<file path="config.mk">
export PLATFORM = sky130hd
export DESIGN_NAME = lcd_regbus_master
export DESIGN_NICKNAME = d
export VERILOG_FILES = /design/src/rtl/lcd_regbus_master.sv
export SDC_FILE = /design/constraint.sdc
export NUM_CORES = 1
export LEC_CHECK = 0
export BUFFER_PORTS_ARGS = -buffer_cell sky130_fd_sc_hd__buf_2
export CORE_MARGIN = 4
export CORE_UTILIZATION = 55
export CTS_CLUSTER_SIZE = 25
export DETAILED_ROUTE_END_ITERATION = 6
export PLACE_DENSITY = 0.8
export SYNTH_ARGS = -nofsm -noshare
export SYNTH_HDL_FRONTEND = slang
export SYNTH_SLANG_ARGS = --single-unit
</file>
<file path="constraint.sdc">
create_clock -name clk -period 10.95 [get_ports clk]
set_input_delay 1.6425 -clock clk [delete_from_list [all_inputs] [get_ports clk]]
set_output_delay 1.6425 -clock clk [all_outputs]
set_load 0.03 [all_outputs]
</file>
<file path="src/rtl/lcd_regbus_master.sv">
module lcd_regbus_master #(
  parameter int CW             = 8,
  parameter int TIMEOUT_CYC    = 1020,
  parameter int DEF_IDX_SETUP  = 2,
  parameter int DEF_IDX_HOLD   = 2,
  parameter int DEF_VAL_SETUP  = 1,
  parameter int DEF_VAL_HOLD   = 2,
  parameter int DEF_RD_PHASE   = 1
) (
  input  logic          clk,
  input  logic          rst_n,
  input  logic          cmd_valid,
  output logic          cmd_ready,
  input  logic          cmd_read,
  input  logic [15:0]   cmd_index,
  input  logic [15:0]   cmd_value,
  input  logic [CW-1:0] cfg_idx_setup,
  input  logic [CW-1:0] cfg_idx_hold,
  input  logic [CW-1:0] cfg_val_setup,
  input  logic [CW-1:0] cfg_val_hold,
  input  logic [CW-1:0] cfg_rd_phase,
  output logic          rsp_valid,
  output logic [15:0]   rsp_data,
  output logic          rsp_err,
  output logic          lcd_cs_n,
  output logic          lcd_rs,
  output logic          lcd_wr_n,
  output logic          lcd_en,
  output logic [17:0]   lcd_d_out,
  output logic          lcd_d_oe,
  input  logic [17:0]   lcd_d_in
);

  localparam int TW        = $clog2(TIMEOUT_CYC);
  localparam int LAST_STEP = 11;
  localparam int SAMP_STEP = 9;

  typedef enum logic [2:0] {S_IDLE, S_ISET, S_IHLD, S_VSET, S_VHLD, S_READ} state_t;

  state_t        state;
  logic [CW-1:0] pcnt, plen;
  logic [3:0]    step;
  logic [TW-1:0] tcnt;
  logic          is_rd;
  logic [15:0]   idx_q, val_q, rd_buf;

  function automatic logic [17:0] to_bus(input logic [15:0] w);
    return {w[15:8], 1'b0, w[7:0], 1'b0};
  endfunction

  function automatic logic [CW-1:0] pick(input logic [CW-1:0] c, input int d);
    return (c == '0) ? CW'(d) : c;
  endfunction

  wire gap_unused = lcd_d_in[0] ^ lcd_d_in[9];

  always_comb begin
    case (state)
      S_ISET:  plen = pick(cfg_idx_setup, DEF_IDX_SETUP);
      S_IHLD:  plen = pick(cfg_idx_hold,  DEF_IDX_HOLD);
      S_VSET:  plen = pick(cfg_val_setup, DEF_VAL_SETUP);
      S_VHLD:  plen = pick(cfg_val_hold,  DEF_VAL_HOLD);
      default: plen = pick(cfg_rd_phase,  DEF_RD_PHASE);
    endcase
  end

  wire phase_end = (pcnt == plen - CW'(1));
  wire finishing = phase_end &&
                   (state == S_VHLD || (state == S_READ && step == 4'(LAST_STEP)));
  wire expired   = (tcnt == TW'(TIMEOUT_CYC - 1));

  assign cmd_ready = (state == S_IDLE);

  always_ff @(posedge clk or negedge rst_n) begin
    if (!rst_n) begin
      state     <= S_IDLE;
      pcnt      <= '0;
      step      <= '0;
      tcnt      <= '0;
      is_rd     <= 1'b0;
      idx_q     <= '0;
      val_q     <= '0;
      rd_buf    <= '0;
      rsp_valid <= 1'b0;
      rsp_err   <= 1'b0;
      rsp_data  <= '0;
    end else begin
      rsp_valid <= 1'b0;
      rsp_err   <= 1'b0;
      if (state == S_IDLE) begin
        if (cmd_valid) begin
          is_rd <= cmd_read;
          idx_q <= cmd_index;
          val_q <= cmd_value;
          state <= cmd_read ? S_READ : S_ISET;
          pcnt  <= '0;
          step  <= '0;
          tcnt  <= '0;
        end
      end else begin
        tcnt <= tcnt + TW'(1);
        if (state == S_READ && step == 4'(SAMP_STEP) && phase_end)
          rd_buf <= {lcd_d_in[17:10], lcd_d_in[8:1]};
        if (finishing) begin
          state     <= S_IDLE;
          rsp_valid <= 1'b1;
          rsp_data  <= is_rd ? rd_buf : 16'h0000;
        end else if (expired) begin
          state     <= S_IDLE;
          rsp_valid <= 1'b1;
          rsp_err   <= 1'b1;
          rsp_data  <= 16'h0000;
        end else if (phase_end) begin
          pcnt <= '0;
          case (state)
            S_ISET:  state <= S_IHLD;
            S_IHLD:  state <= S_VSET;
            S_VSET:  state <= S_VHLD;
            default: step  <= step + 4'd1;
          endcase
        end else begin
          pcnt <= pcnt + CW'(1);
        end
      end
    end
  end

  always_comb begin
    lcd_cs_n  = 1'b1;
    lcd_rs    = 1'b1;
    lcd_wr_n  = 1'b1;
    lcd_en    = 1'b1;
    lcd_d_oe  = 1'b1;
    lcd_d_out = '0;
    case (state)
      S_ISET: begin lcd_cs_n = 1'b0; lcd_rs = 1'b0; lcd_wr_n = 1'b0; lcd_d_out = to_bus(idx_q); end
      S_IHLD: begin lcd_cs_n = 1'b0; lcd_rs = 1'b0; lcd_d_out = to_bus(idx_q); end
      S_VSET: begin lcd_cs_n = 1'b0; lcd_wr_n = 1'b0; lcd_d_out = to_bus(val_q); end
      S_VHLD: begin lcd_cs_n = 1'b0; lcd_d_out = to_bus(val_q); end
      S_READ: begin
        lcd_rs    = (step >= 4'd7);
        lcd_cs_n  = (step == 4'd0) || (step == 4'd11);
        lcd_wr_n  = !(step == 4'd2 || step == 4'd3);
        lcd_en    = !(step == 4'd6 || step == 4'd7 || step == 4'd9);
        lcd_d_oe  = (step <= 4'd4);
        lcd_d_out = (step == 4'd3 || step == 4'd4) ? to_bus(idx_q) : 18'h0;
      end
      default: ;
    endcase
  end


  en_while_released_chk: assert property (@(posedge clk) disable iff (!rst_n)
    !lcd_en |-> !lcd_d_oe);


  wr_inside_cs_chk: assert property (@(posedge clk) disable iff (!rst_n)
    !lcd_wr_n |-> (!lcd_cs_n && lcd_d_oe));


  gap_lines_low_chk: assert property (@(posedge clk) disable iff (!rst_n)
    lcd_d_oe |-> (!lcd_d_out[0] && !lcd_d_out[9]));


  rsp_single_pulse_chk: assert property (@(posedge clk) disable iff (!rst_n)
    rsp_valid |=> !rsp_valid);


  ready_means_idle_bus_chk: assert property (@(posedge clk) disable iff (!rst_n)
    cmd_ready |-> (lcd_cs_n && lcd_wr_n && lcd_en && lcd_rs && lcd_d_oe && lcd_d_out == 18'h0));


  err_payload_chk: assert property (@(posedge clk) disable iff (!rst_n)
    rsp_err |-> (rsp_valid && rsp_data == 16'h0000));


  rsp_after_busy_chk: assert property (@(posedge clk) disable iff (!rst_n)
    $rose(rsp_valid) |-> $past(!cmd_ready));

endmodule

</file>
# Word level (Yosys, flattened, before mapping)
# Index checks and enable logic that the tools add are counted.
[totals] register_bits=92 output_inout_bits=42 wordCells=111 input_bits=94
[op_classes] order_cmp=2 bitwise_logic=1 reduce_logical=34 n_mux=41 n_addsub=4 n_eq_ne=18
[ops] op="8-bit two-way mux" count=10
[ops] op="18-bit case mux with 3 select lines" count=1
[ops] op="16-bit two-way mux" count=3
[ops] op="8-bit zero test" count=5
[ops] op="8-bit case mux with 4 select lines" count=1
[ops] op="4-bit two-way mux" count=6
[ops] op="10-bit two-way mux" count=2
[ops] op="18-bit two-way mux" count=1
[ops] op="3-bit two-way mux" count=6
[ops] op="4-bit by 3-bit == test with 1-bit output (second input constant)" count=3
[ops] op="10-bit by 1-bit adder with 10-bit output (second input constant)" count=1
[ops] op="10-bit == test (second input constant)" count=1
[ops] op="3-bit case mux with 3 select lines" count=1
[ops] op="8-bit by 1-bit adder with 8-bit output (second input constant)" count=1
[ops] op="4-bit by 2-bit == test with 1-bit output (second input constant)" count=2
[ops] op="4-bit == test (second input constant)" count=2
[ops] op="8-bit == test" count=1
[ops] op="8-bit by 1-bit subtractor with 8-bit output (second input constant)" count=1
[ops] op="1-bit two-way mux" count=7
[ops] op="3-bit by 2-bit == test with 1-bit output (second input constant)" count=2
[ops] op="3-bit == test (second input constant)" count=2
[ops] op="1-bit logical OR" count=6
[ops] op="2-bit inequality test (second input constant)" count=3
[ops] op="1-bit case mux with 2 select lines" count=3
[ops] op="19 further kinds" count=29

# Longest topological paths before layout
# Gate-level depths: netlist of run 1.
[depth] ltp_word=9 mapped_depth=16 ltp_nobuf=12

# Least setup slack after synthesis of run 1
# No wires, ideal clock.
[synth_timing] kind="input-to-reg" from="input cfg_idx_hold[4]" to="register rd_buf[10]" setup_slack_ps=6348 n_path_buf=1 t_arrival_ps=4477 cell_stages=13 setup_time_ps=125 required_time_ps=10825 cell_sequence="nor4_1 a21oi_1 o32ai_1 nor3_4 ha_1 nor3b_2 nand3_1 or4bb_1 and3_1 a211oi_4 nand4_4 buf_6 mux2_4"
[synth_between] elab_chain_cells=7
[synth_rtl] item="from (decl)" line_no="18" source="input logic [CW-1:0] cfg_idx_hold,"
[synth_rtl] item="8-bit zero test" line_no="52" source="return (c == '0) ? CW'(d) : c;"
[synth_rtl] item="8-bit two-way mux *" line_no="52"
[synth_rtl] item="8-bit case mux with 4 select lines *" line_no="58" source="case (state)"
[synth_rtl] item="8-bit by 1-bit subtractor with 8-bit output *" line_no="67" source="wire phase_end = (pcnt == plen - CW'(1));"
[synth_rtl] item="8-bit == test *" line_no="67"
[synth_rtl] item="1-bit logical AND *" line_no="102" source="if (state == S_READ && step == 4'(SAMP_STEP) && phase_end)"
[synth_rtl] item="2-bit AND reduction (no line) *"
[synth_rtl] item="to (signal assigned)" line_no="103" source="rd_buf <= {lcd_d_in[17:10], lcd_d_in[8:1]};"
[synth_rtl] item="to (decl)" line_no="45" source="logic [15:0] idx_q, val_q, rd_buf;"
# Every way passes the cells marked *; elsewhere a longest branch is shown, timed or not.
# A chain may end at the register's enable or synchronous reset.

# Final worst setup path of run 1
[layout_timing] from="input cfg_idx_hold[4]" to="register rsp_data[2]"
[layout_between] elab_chain_cells=8 elab_cells_between_ends=9 classes_between="1 x add/sub; 1 x eq/ne; 3 x mux; 4 x reduce/logical"
[layout_rtl] item="8-bit zero test" line_no="52"
[layout_rtl] item="8-bit two-way mux *" line_no="52"
[layout_rtl] item="8-bit case mux with 4 select lines *" line_no="58"
[layout_rtl] item="8-bit by 1-bit subtractor with 8-bit output *" line_no="67"
[layout_rtl] item="8-bit == test *" line_no="67"
[layout_rtl] item="1-bit logical AND *" line_no="68" source="wire finishing = phase_end &&"
[layout_rtl] item="2-bit nonzero test (no line)"
[layout_rtl] item="2-bit AND reduction (no line)"
[layout_rtl] item="to (signal assigned)" line_no="107" source="rsp_data <= is_rd ? rd_buf : 16'h0000;"
[layout_rtl] item="to (decl)" line_no="23" source="output logic [15:0] rsp_data,"
# Marked as above.

==> qor.yml, run 1 <==
clock_tree:
  htreeDepth: 3
  cts_tree: "built"
  ctsRootBufferMaster: "clkbuf_8"
  clock_sinks: 92
  post_cts_resized: 0
  clk_pin_slew_ps: 100
  postCtsHoldBufs: 0
  cts_made_buffers: 9
  clock_latency_ps: 360
  post_cts_buffers: 0
  clock_path_buffers: 2
routing:
  antenna_left: 0
  drc: 0
  routed_wl_um: 12840
  drt-vias-per-instance: 5.930
  drt_iter0_drc: 320
  vias: 4382
  drtPass1Iterations: 4
  avgRoutedWirePerCell_um: 17.37
timing:
  holdWs_ps: 504.4
  finalHoldViolCount: 0
  fin_crit_sh_pct: 46.58
  min_period_ps: 5100
  slew_viol_final: 0
  skew_ps: 15.28
  setup_viol: 0
  rsz0062_at_grt: "false"
  clock.fmax_mhz: 196.1
  relSlewSlack_pct: 18.05
  tightest_slew_ps: 1221
  tns_ps: 0
  setup_ws_ps: 5850
floorplanning:
  die_w_um: 106.0
  row_count: 35
  dieHeight_um: 106.0
  die-area_um2: 11230
  ioPinCount: 136
  core_um2: 9284
  initial_utilization_pct: 56.86
layout:
  fin_nets: 706
  layout_commonest_cell: "buf_2"
  final_cell_mix: "buf_2, dfrtp_1, nand2_1, mux2_2, a22o_1"
  final_cells: 739
  drive_gt1_share_pct: 36.39
  final_util_pct: 66.39
  area_delta_synth_final_pct: 16.76
  final_cell_area_um2: 6163
  diodes: 0
pwr:
  p_leak_nw: 2.987
  power_density_nw_per_um2: 236.7
  p_total_mw: 1.459
  peakVddDrop_v: 0.0001474
status:
  status: "completed"
yosys:
  synthArstFlopShare_pct: 100.0
  synth_flop_cell: "dfrtp_1"
  yosys.area.top_type_share_pct: 43.61
  synthCells: 492
  synthXorXnorAreaFrac_pct: 1.161
  synth_area_leaders: "dfrtp_1, mux2_2, a22o_1"
  synth_edf_count: 0
  syn_area_um2: 5279
  synth-seq-area-share_pct: 43.61
  avgSynthCellArea_um2: 10.73
  synth.ff_latch_count: 92
  yosysWarnings: 0
  synthAdderAreaFrac_pct: 1.659
  synthMuxAreaShare_pct: 15.90
  synth_cell_types: 73
  synthSimpleGateAreaFrac_pct: 16.24
  synth_top_family_by_area: "compound AO/OA/AOI/OAI gates"
  synth_compound_area_share_pct: 16.43
  yosys.area.top_type: "dfrtp_1"
worst_setup_path:
  crit_required_ps: 11240
  r2r_end: "rsp_data[2]"
  regToRegSetupSlack_ps: 5950
  cp-end-kind: "flip-flop"
  crit_path_start: "cfg_idx_hold[4]"
  cp.arrival_ps: 5390
  crit_end: "rsp_data[2]"
  r2r_cells: 13
  path_class: "input pin to flip-flop"
  cp-start-kind: "input pin"
  r2r-start: "state[1]"
  crit_fanout: 21
grt:
  grt_pass1_vias: 4451
  grt_max_degree: 51
  grt_pass1_wl_um: 21160
  overflow: 0
  grtUsageTotal_pct: 23.02
  antenna_found_initial: 0
place:
  port_buffers: 131
  pre_cts_slack_ps: 5533
  placed_area_um2: 5936
  dpl.hpwl_um: 9472
  place.gp.congestion: 0.8750
  dp.cells: 723
worst_hold_path:
  min_path_type: "flip-flop to flip-flop"
job:
  drv_cap: 0
## layout make-up
type / count / area [um2]
fill: 743 / 3120
multi-input combinational: 351 / 2720
sequential: 92 / 2302
timing repair buffer: 136 / 695.7
tap: 129 / 161.4
clock buffer: 9 / 123.9
clock inverter: 7 / 103.9
inverter: 15 / 56.30
## power breakdown
| part | switching (mW) | internal [mW] | total, mW |
|---|---|---|---|
| logic | 0.442 | 0.286 | 0.727 |
| registers | 0.0533 | 0.421 | 0.474 |
| clock network | 0.126 | 0.132 | 0.258 |
| total | 0.621 | 0.838 | 1.46 |
## worst min-delay path by stage
stage,startpoint,to,depth (start not counted)
after floorplan,is_rd,is_rd,2
after global placement,is_rd,is_rd,2
after detailed placement,rsp_data[14],rsp_data[14],1
after CTS,rd_buf[1],rsp_data[1],1
after global routing,rd_buf[1],rsp_data[1],1
final,is_rd,is_rd,2
## cell usage after synthesis, types with 5 or more instances
| master | instances |
|---|---|
| and3_1 | 5 |
| buf_4 | 5 |
| a22o_1 | 34 |
| mux2_2 | 41 |
| nand4_1 | 7 |
| buf_6 | 6 |
| nor4_1 | 6 |
| o21ai_0 | 17 |
| nand3_1 | 13 |
| inv_1 | 15 |
| o211ai_1 | 7 |
| xnor2_1 | 5 |
| mux2_4 | 12 |
| nand2b_1 | 10 |
| nor3_1 | 17 |
| or3_1 | 6 |
| clkbuf_1 | 15 |
| nor2_1 | 18 |
| dfrtp_1 | 92 |
| buf_2 | 7 |
| nand2_1 | 41 |
| mux2i_1 | 13 |
| ha_1 | 7 |
| a21oi_1 | 20 |
## flip-flops by register name, summed over array words and instances, names as in the netlist
register,cells
rsp_data,16
val_q,16
rd_buf,16
pcnt,8
step,4
rsp_err,1
is_rd,1
state,3
tcnt,10
rsp_valid,1
idx_q,16
## worst max-delay path, cell delays in order
cell	delay, ps
buf_2	110
nor4_1	370
a21oi_1	120
o32ai_1	480
nor3_4	130
ha_1	240
xnor2_1	190
xnor2_1	150
o211ai_1	120
or3b_1	450
a211oi_4	220
buf_4	290
and3_1	640
a22o_1	240
## cells by family after synthesis
kind of cell	after synthesis
muxes	70
buffers and inverters	50
xor gates and xnor gates	7
DFF	92
and+or+nand+nor	153
AOI/OAI and AO/OA	112
adders and majority gates	7
other	1
## per-layer routing
metal / track usage (%) / wire length, um / vias up
met2: 40.39 / 6431 / 174
met5: 0 / 0 / -
met3: 4.614 / 807 / 25
met1: 28.46 / 5337 / 2140
met4: 7.678 / 260 / 0
li1: - / - / 2043
No activity file was read; power rests on OpenSTA's default activity.
==> run 2: changes to the inputs <==
CORE_UTILIZATION = 54   (was 55)
PLACE_DENSITY = 0.79   (was 0.8)
clock period = 4.85 ns   (was 10.95 ns; I/O delays follow)
==> qor.yml, run 2 (same netlist as run 1, synthesis figures left out) <==
routing:
  drt-vias-per-instance: 5.860  # -1.2%
  vias: 4366  # -0.37%
  antenna_left: 0  # unchanged
  avgRoutedWirePerCell_um: 17.14  # -1.3%
  routed_wl_um: 12770  # -0.54%
  drtPass1Iterations: 5  # +1
  drc: 0  # unchanged
  drt_iter0_drc: 308  # -3.8%
floorplanning:
  row_count: 35  # unchanged
  core_um2: 9371  # +0.94%
  dieHeight_um: 106.9  # +0.85%
  initial_utilization_pct: 56.33  # -0.53 points
  ioPinCount: 136  # unchanged
  die_w_um: 106.9  # +0.85%
  die-area_um2: 11420  # +1.7%
timing:
  slew_viol_final: 0  # unchanged
  tns_ps: 0  # unchanged
  clock.fmax_mhz: 240.5
  setup_ws_ps: 691.4  # -5158 ps
  min_period_ps: 4159
  tightest_slew_ps: 669.5  # -551.6 ps
  relSlewSlack_pct: 55.37  # +37 points
  fin_crit_sh_pct: 85.75
  skew_ps: 10.90  # -4.385 ps
  rsz0062_at_grt: "false"
  setup_viol: 0  # unchanged
  finalHoldViolCount: 0  # unchanged
job:
  drv_cap: 0  # unchanged
place:
  dp.cells: 729  # +0.83%
  pre_cts_slack_ps: 451.9  # -5082 ps
  dpl.hpwl_um: 9640  # +1.8%
  port_buffers: 131  # unchanged
  place.gp.congestion: 0.8439  # -3.6%
status:
  status: "completed"
grt:
  antenna_found_initial: 0  # unchanged
  grt_pass1_vias: 4508  # +1.3%
  grt_max_degree: 56  # +9.8%
  grtUsageTotal_pct: 23.19  # +0.17 points
  grt_pass1_wl_um: 21330  # +0.81%
  overflow: 0  # unchanged
worst_setup_path:
  cp-start-kind: "flip-flop"
  crit_required_ps: 5100  # -6140 ps
  cp.arrival_ps: 4400  # -990 ps
  cp_slowest_cell: "dfrtp_1"
  path_class: "flip-flop to flip-flop"
  crit_path_max_incr_delay_ps: 560  # -80 ps
  worstPathCellList: "nor2b_1 > a22o_1 > a22o_1 > nor3_4 > ha_1 > nor3b_2 > a21oi_1 > or4bb_1 > and3_1 > a211oi_4 > nand4_4 > mux2_4"
  cp-end-kind: "flip-flop"
  crit_fanout: 16  # -24%
  cp_common_cell: "a22o_1"
pwr:
  peakVddDrop_v: 0.0003444  # +130%
  power_density_nw_per_um2: 522.9  # +120%
  p_leak_nw: 2.999  # +0.40%
layout:
  drive_gt1_share_pct: 37.01  # +0.62 points
  fin_nets: 712  # +0.85%
  layout_commonest_cell: "buf_2"
  area_delta_synth_final_pct: 16.73  # about the same
  diodes: 0  # unchanged
  final_cells: 745  # +0.81%
  final_util_pct: 65.75  # -0.63 points
  final_cell_mix: "buf_2, dfrtp_1, nand2_1, mux2_2, a22o_1"
worst_hold_path:
  min_path_type: "input pin to asynchronous set/reset pin"
clock_tree:
  clock_path_buffers: 2  # unchanged
  post_cts_resized: 0  # unchanged
  ctsRootBufferMaster: "clkbuf_8"
  cts_made_buffers: 9  # unchanged
  clock_sinks: 92  # unchanged
  cts_tree: "built"
  post_cts_buffers: 0  # unchanged
  clk_pin_slew_ps: 90  # about the same
  clock_latency_ps: 360  # about the same
  postCtsHoldBufs: 0  # unchanged
  htreeDepth: 3  # unchanged
## run 2: metrics by stage
step	hold slack (ps)	power [mW]	area [um2]
detailed placement	467.4	2.752	5981
global route	332.5	3.448	6162
global placement	457.1	2.676	5981
CTS	320.5	3.236	6162
floorplan	431.9	2.349	5283
finish	312.9	3.222	6162
## run 2: worst paths after layout
check                          from    endpoint  slack [ps]  cells after the start
max in group asynchronous     rst_n   val_q[14]        3480                      2
hold reg to reg               is_rd       is_rd         490                      2
hold / removal                rst_n    idx_q[6]         310                      1
setup / recovery           state[0]  rd_buf[12]         690                     12
setup reg to reg           state[0]  rd_buf[12]         690                     12
min in group clk              is_rd       is_rd         490                      2
## run 2: layer usage
metal | share of wire [%] | wire (um) | GRT usage [%] | up-vias
li1 | - | - | - | 2052
met1 | 41 | 5282 | 29.06 | 2144
met2 | 50 | 6389 | 40.11 | 146
met3 | 6.2 | 797 | 4.636 | 24
met4 | 2.3 | 298 | 7.854 | 0
met5 | 0 | 0 | 0 | -
## run 2: final cells by class
type / count / area [um2]
fillers: 798 / 3209
clock inverters: 7 / 57.56
well taps: 129 / 161.4
multi-input cells: 351 / 2720
inverters: 15 / 56.30
clock buffers: 9 / 123.9
repair buffers: 142 / 740.7
flip-flops and latches: 92 / 2302
## run 2: power by group
group,switching (mW),leakage [nW],internal (mW),total (mW)
combinational,0.993,1.71,0.664,1.66
clock,0.286,0.0886,0.194,0.480
sequential,0.136,1.20,0.949,1.09
total,1.41,3.00,1.81,3.22
## run 2: critical path: cells and delay by family (launching register included)
family	cells	cell delay, ps
AND/OR/NAND/NOR	6	1930
AO/OA/AOI/OAI	4	880
flip-flops	1	560
multiplexers	1	430
adder cells (fa/ha/maj)	1	250
==> run 3: changes to the inputs <==
CORE_MARGIN = 3   (was 4)
==> qor.yml, run 3 (same netlist as run 1, synthesis figures left out) <==
grt:
  grtUsageMet3_pct: 4.200  # -0.44 points
  grt_max_degree: 50  # -11%
  overflow: 0  # unchanged
  antenna_found_initial: 0  # unchanged
  grt_pass1_wl_um: 20930  # -1.9%
  grt_pass1_vias: 4437  # -1.6%
  grt_use_met2_pct: 40.97  # +0.86 points
  grtUsageTotal_pct: 23.05  # -0.14 points
  grt-busiest-layer: "met2"
  use_met1_pct: 27.63  # -1.4 points
floorplanning:
  dieHeight_um: 104.9  # -1.9%
  initial_utilization_pct: 56.33  # unchanged
  die-area_um2: 11000  # -3.7%
  ioPinCount: 136  # unchanged
  die_w_um: 104.9  # -1.9%
  core_um2: 9371  # unchanged
  row_count: 35  # unchanged
worst_setup_path:
  worstPathCellList: "nor2b_1 > a22o_1 > a22o_1 > nor3_4 > ha_1 > nor3b_2 > a21oi_1 > or4bb_1 > and3_1 > a211oi_4 > nand4_4 > mux2_4"
  cp-end-kind: "flip-flop"
  crit_required_ps: 5090  # about the same
  regToRegSetupSlack_ps: 660  # -30 ps
  crit_fanout: 16  # unchanged
  path_class: "flip-flop to flip-flop"
  crit_path_max_incr_delay_ps: 560  # about the same
  critPathBufInv: 0  # unchanged
  cp_common_cell: "a22o_1"
  cp_slowest_cell: "dfrtp_1"
  cp-start-kind: "flip-flop"
  r2r-start: "state[0]"
  cp.arrival_ps: 4430  # +30 ps
  r2r_end: "rd_buf[9]"
  cp_top_family: "simple AND/OR/NAND/NOR gates"
  r2r_cells: 12  # unchanged
layout:
  diodes: 0  # unchanged
  final_cell_mix: "buf_2, dfrtp_1, nand2_1, mux2_2, a22o_1"
  layout_commonest_cell: "buf_2"
  drive_gt1_share_pct: 36.91  # -0.10 points
  fin_nets: 711  # -0.14%
  area_delta_synth_final_pct: 17.16
routing:
  routed_wl_um: 12730  # -0.31%
  drc: 0  # unchanged
  antenna_left: 0  # unchanged
  drtPass1Iterations: 4  # -1
  avgRoutedWirePerCell_um: 17.11  # -0.18%
  drt_iter0_drc: 251  # -19%
  vias: 4356  # -0.23%
  drt-vias-per-instance: 5.855  # about the same
clock_tree:
  ctsRootBufferMaster: "clkbuf_8"
  clk_pin_slew_ps: 90  # about the same
  postCtsHoldBufs: 0  # unchanged
  clock_path_buffers: 2  # unchanged
  clock_sinks: 92  # unchanged
  cts_tree: "built"
  cts_made_buffers: 9  # unchanged
  htreeDepth: 3  # unchanged
  post_cts_resized: 0  # unchanged
  post_cts_buffers: 0  # unchanged
  clock_latency_ps: 360  # about the same
timing:
  finalHoldViolCount: 0  # unchanged
  skew_ps: 10.31  # -0.5841 ps
  rsz0062_at_grt: "false"
  tightest_slew_ps: 1316  # +646.6 ps
  setup_viol: 0  # unchanged
  relSlewSlack_pct: 11.67  # -44 points
  clock.fmax_mhz: 238.7  # -0.73%
  tns_ps: 0  # unchanged
  slew_viol_final: 0  # unchanged
  fin_crit_sh_pct: 86.38  # +0.63 points
  min_period_ps: 4189  # +30.56 ps
pwr:
  peakVddDrop_v: 0.0003636  # +5.6%
  power_density_nw_per_um2: 529.2  # +1.2%
  p_leak_nw: 3.011  # +0.39%
  p_total_mw: 3.273  # +1.6%
place:
  place.gp.congestion: 0.8462  # +0.27%
  dpl.hpwl_um: 9487  # -1.6%
  port_buffers: 131  # unchanged
status:
  status: "completed"
worst_hold_path:
  min_path_type: "input pin to asynchronous set/reset pin"
job:
  drv_cap: 0  # unchanged
[run 3: final cells by class]
cell class	instances	area, um2
Tap cell	129	161.4
Sequential cell	92	2302
Inverter	15	56.30
Timing Repair Buffer	141	733.2
Multi-Input combinational cell	351	2720
Clock buffer	11	151.4
Fill cell	784	3187
Clock inverter	5	60.06
[run 3: report_power, final]
group | internal (mW) | switching (mW) | total, mW
clock network | 0.267 | 0.266 | 0.533
logic | 0.660 | 0.991 | 1.65
registers | 0.949 | 0.139 | 1.09
total | 1.88 | 1.40 | 3.27
[run 3: how the worst max path moves through the flow]
stage	slack, ps	end	startpoint	depth (start not counted)
floorplan	1160	rd_buf[10]	cfg_idx_hold[4]	13
CTS	710	rd_buf[15]	state[0]	12
global placement	570	rd_buf[9]	cfg_idx_hold[4]	13
detailed placement	440	rd_buf[9]	cfg_idx_hold[4]	13
global route	430	rd_buf[15]	state[0]	12
finish	660	rd_buf[9]	state[0]	12
[run 3: through the flow]
stage / utilization (%) / instance area, um2 / cells / worst slack, ps / hold slack (ps)
4_1_cts: 65.99 / 6185 / 744 / 710.9 / 358.0
2_1_floorplan: - / 5283 / 493 / 1163 / 431.9
3_3_place_gp: 63.74 / 5973 / 728 / 574.3 / 456.5
5_1_grt: 65.99 / 6185 / 744 / 428.7 / 376.1
3_5_place_dp: 63.74 / 5973 / 728 / 444.5 / 476.1
6_report: 65.99 / 6185 / 744 / 660.8 / 347.1
[run 3: metal layers]
layer	vias up	wire length, um
met3	23	707
met4	0	293
li1	2051	-
met5	-	0
met1	2150	5334
met2	132	6394
[run 3: worst reg2reg max path, cell delays in order, from the launching register on]
cell,delay [ps]
dfrtp_1,560
nor2b_1,250
a22o_1,210
a22o_1,260
nor3_4,300
ha_1,250
nor3b_2,310
a21oi_1,130
or4bb_1,480
and3_1,210
a211oi_4,270
nand4_4,410
mux2_4,440
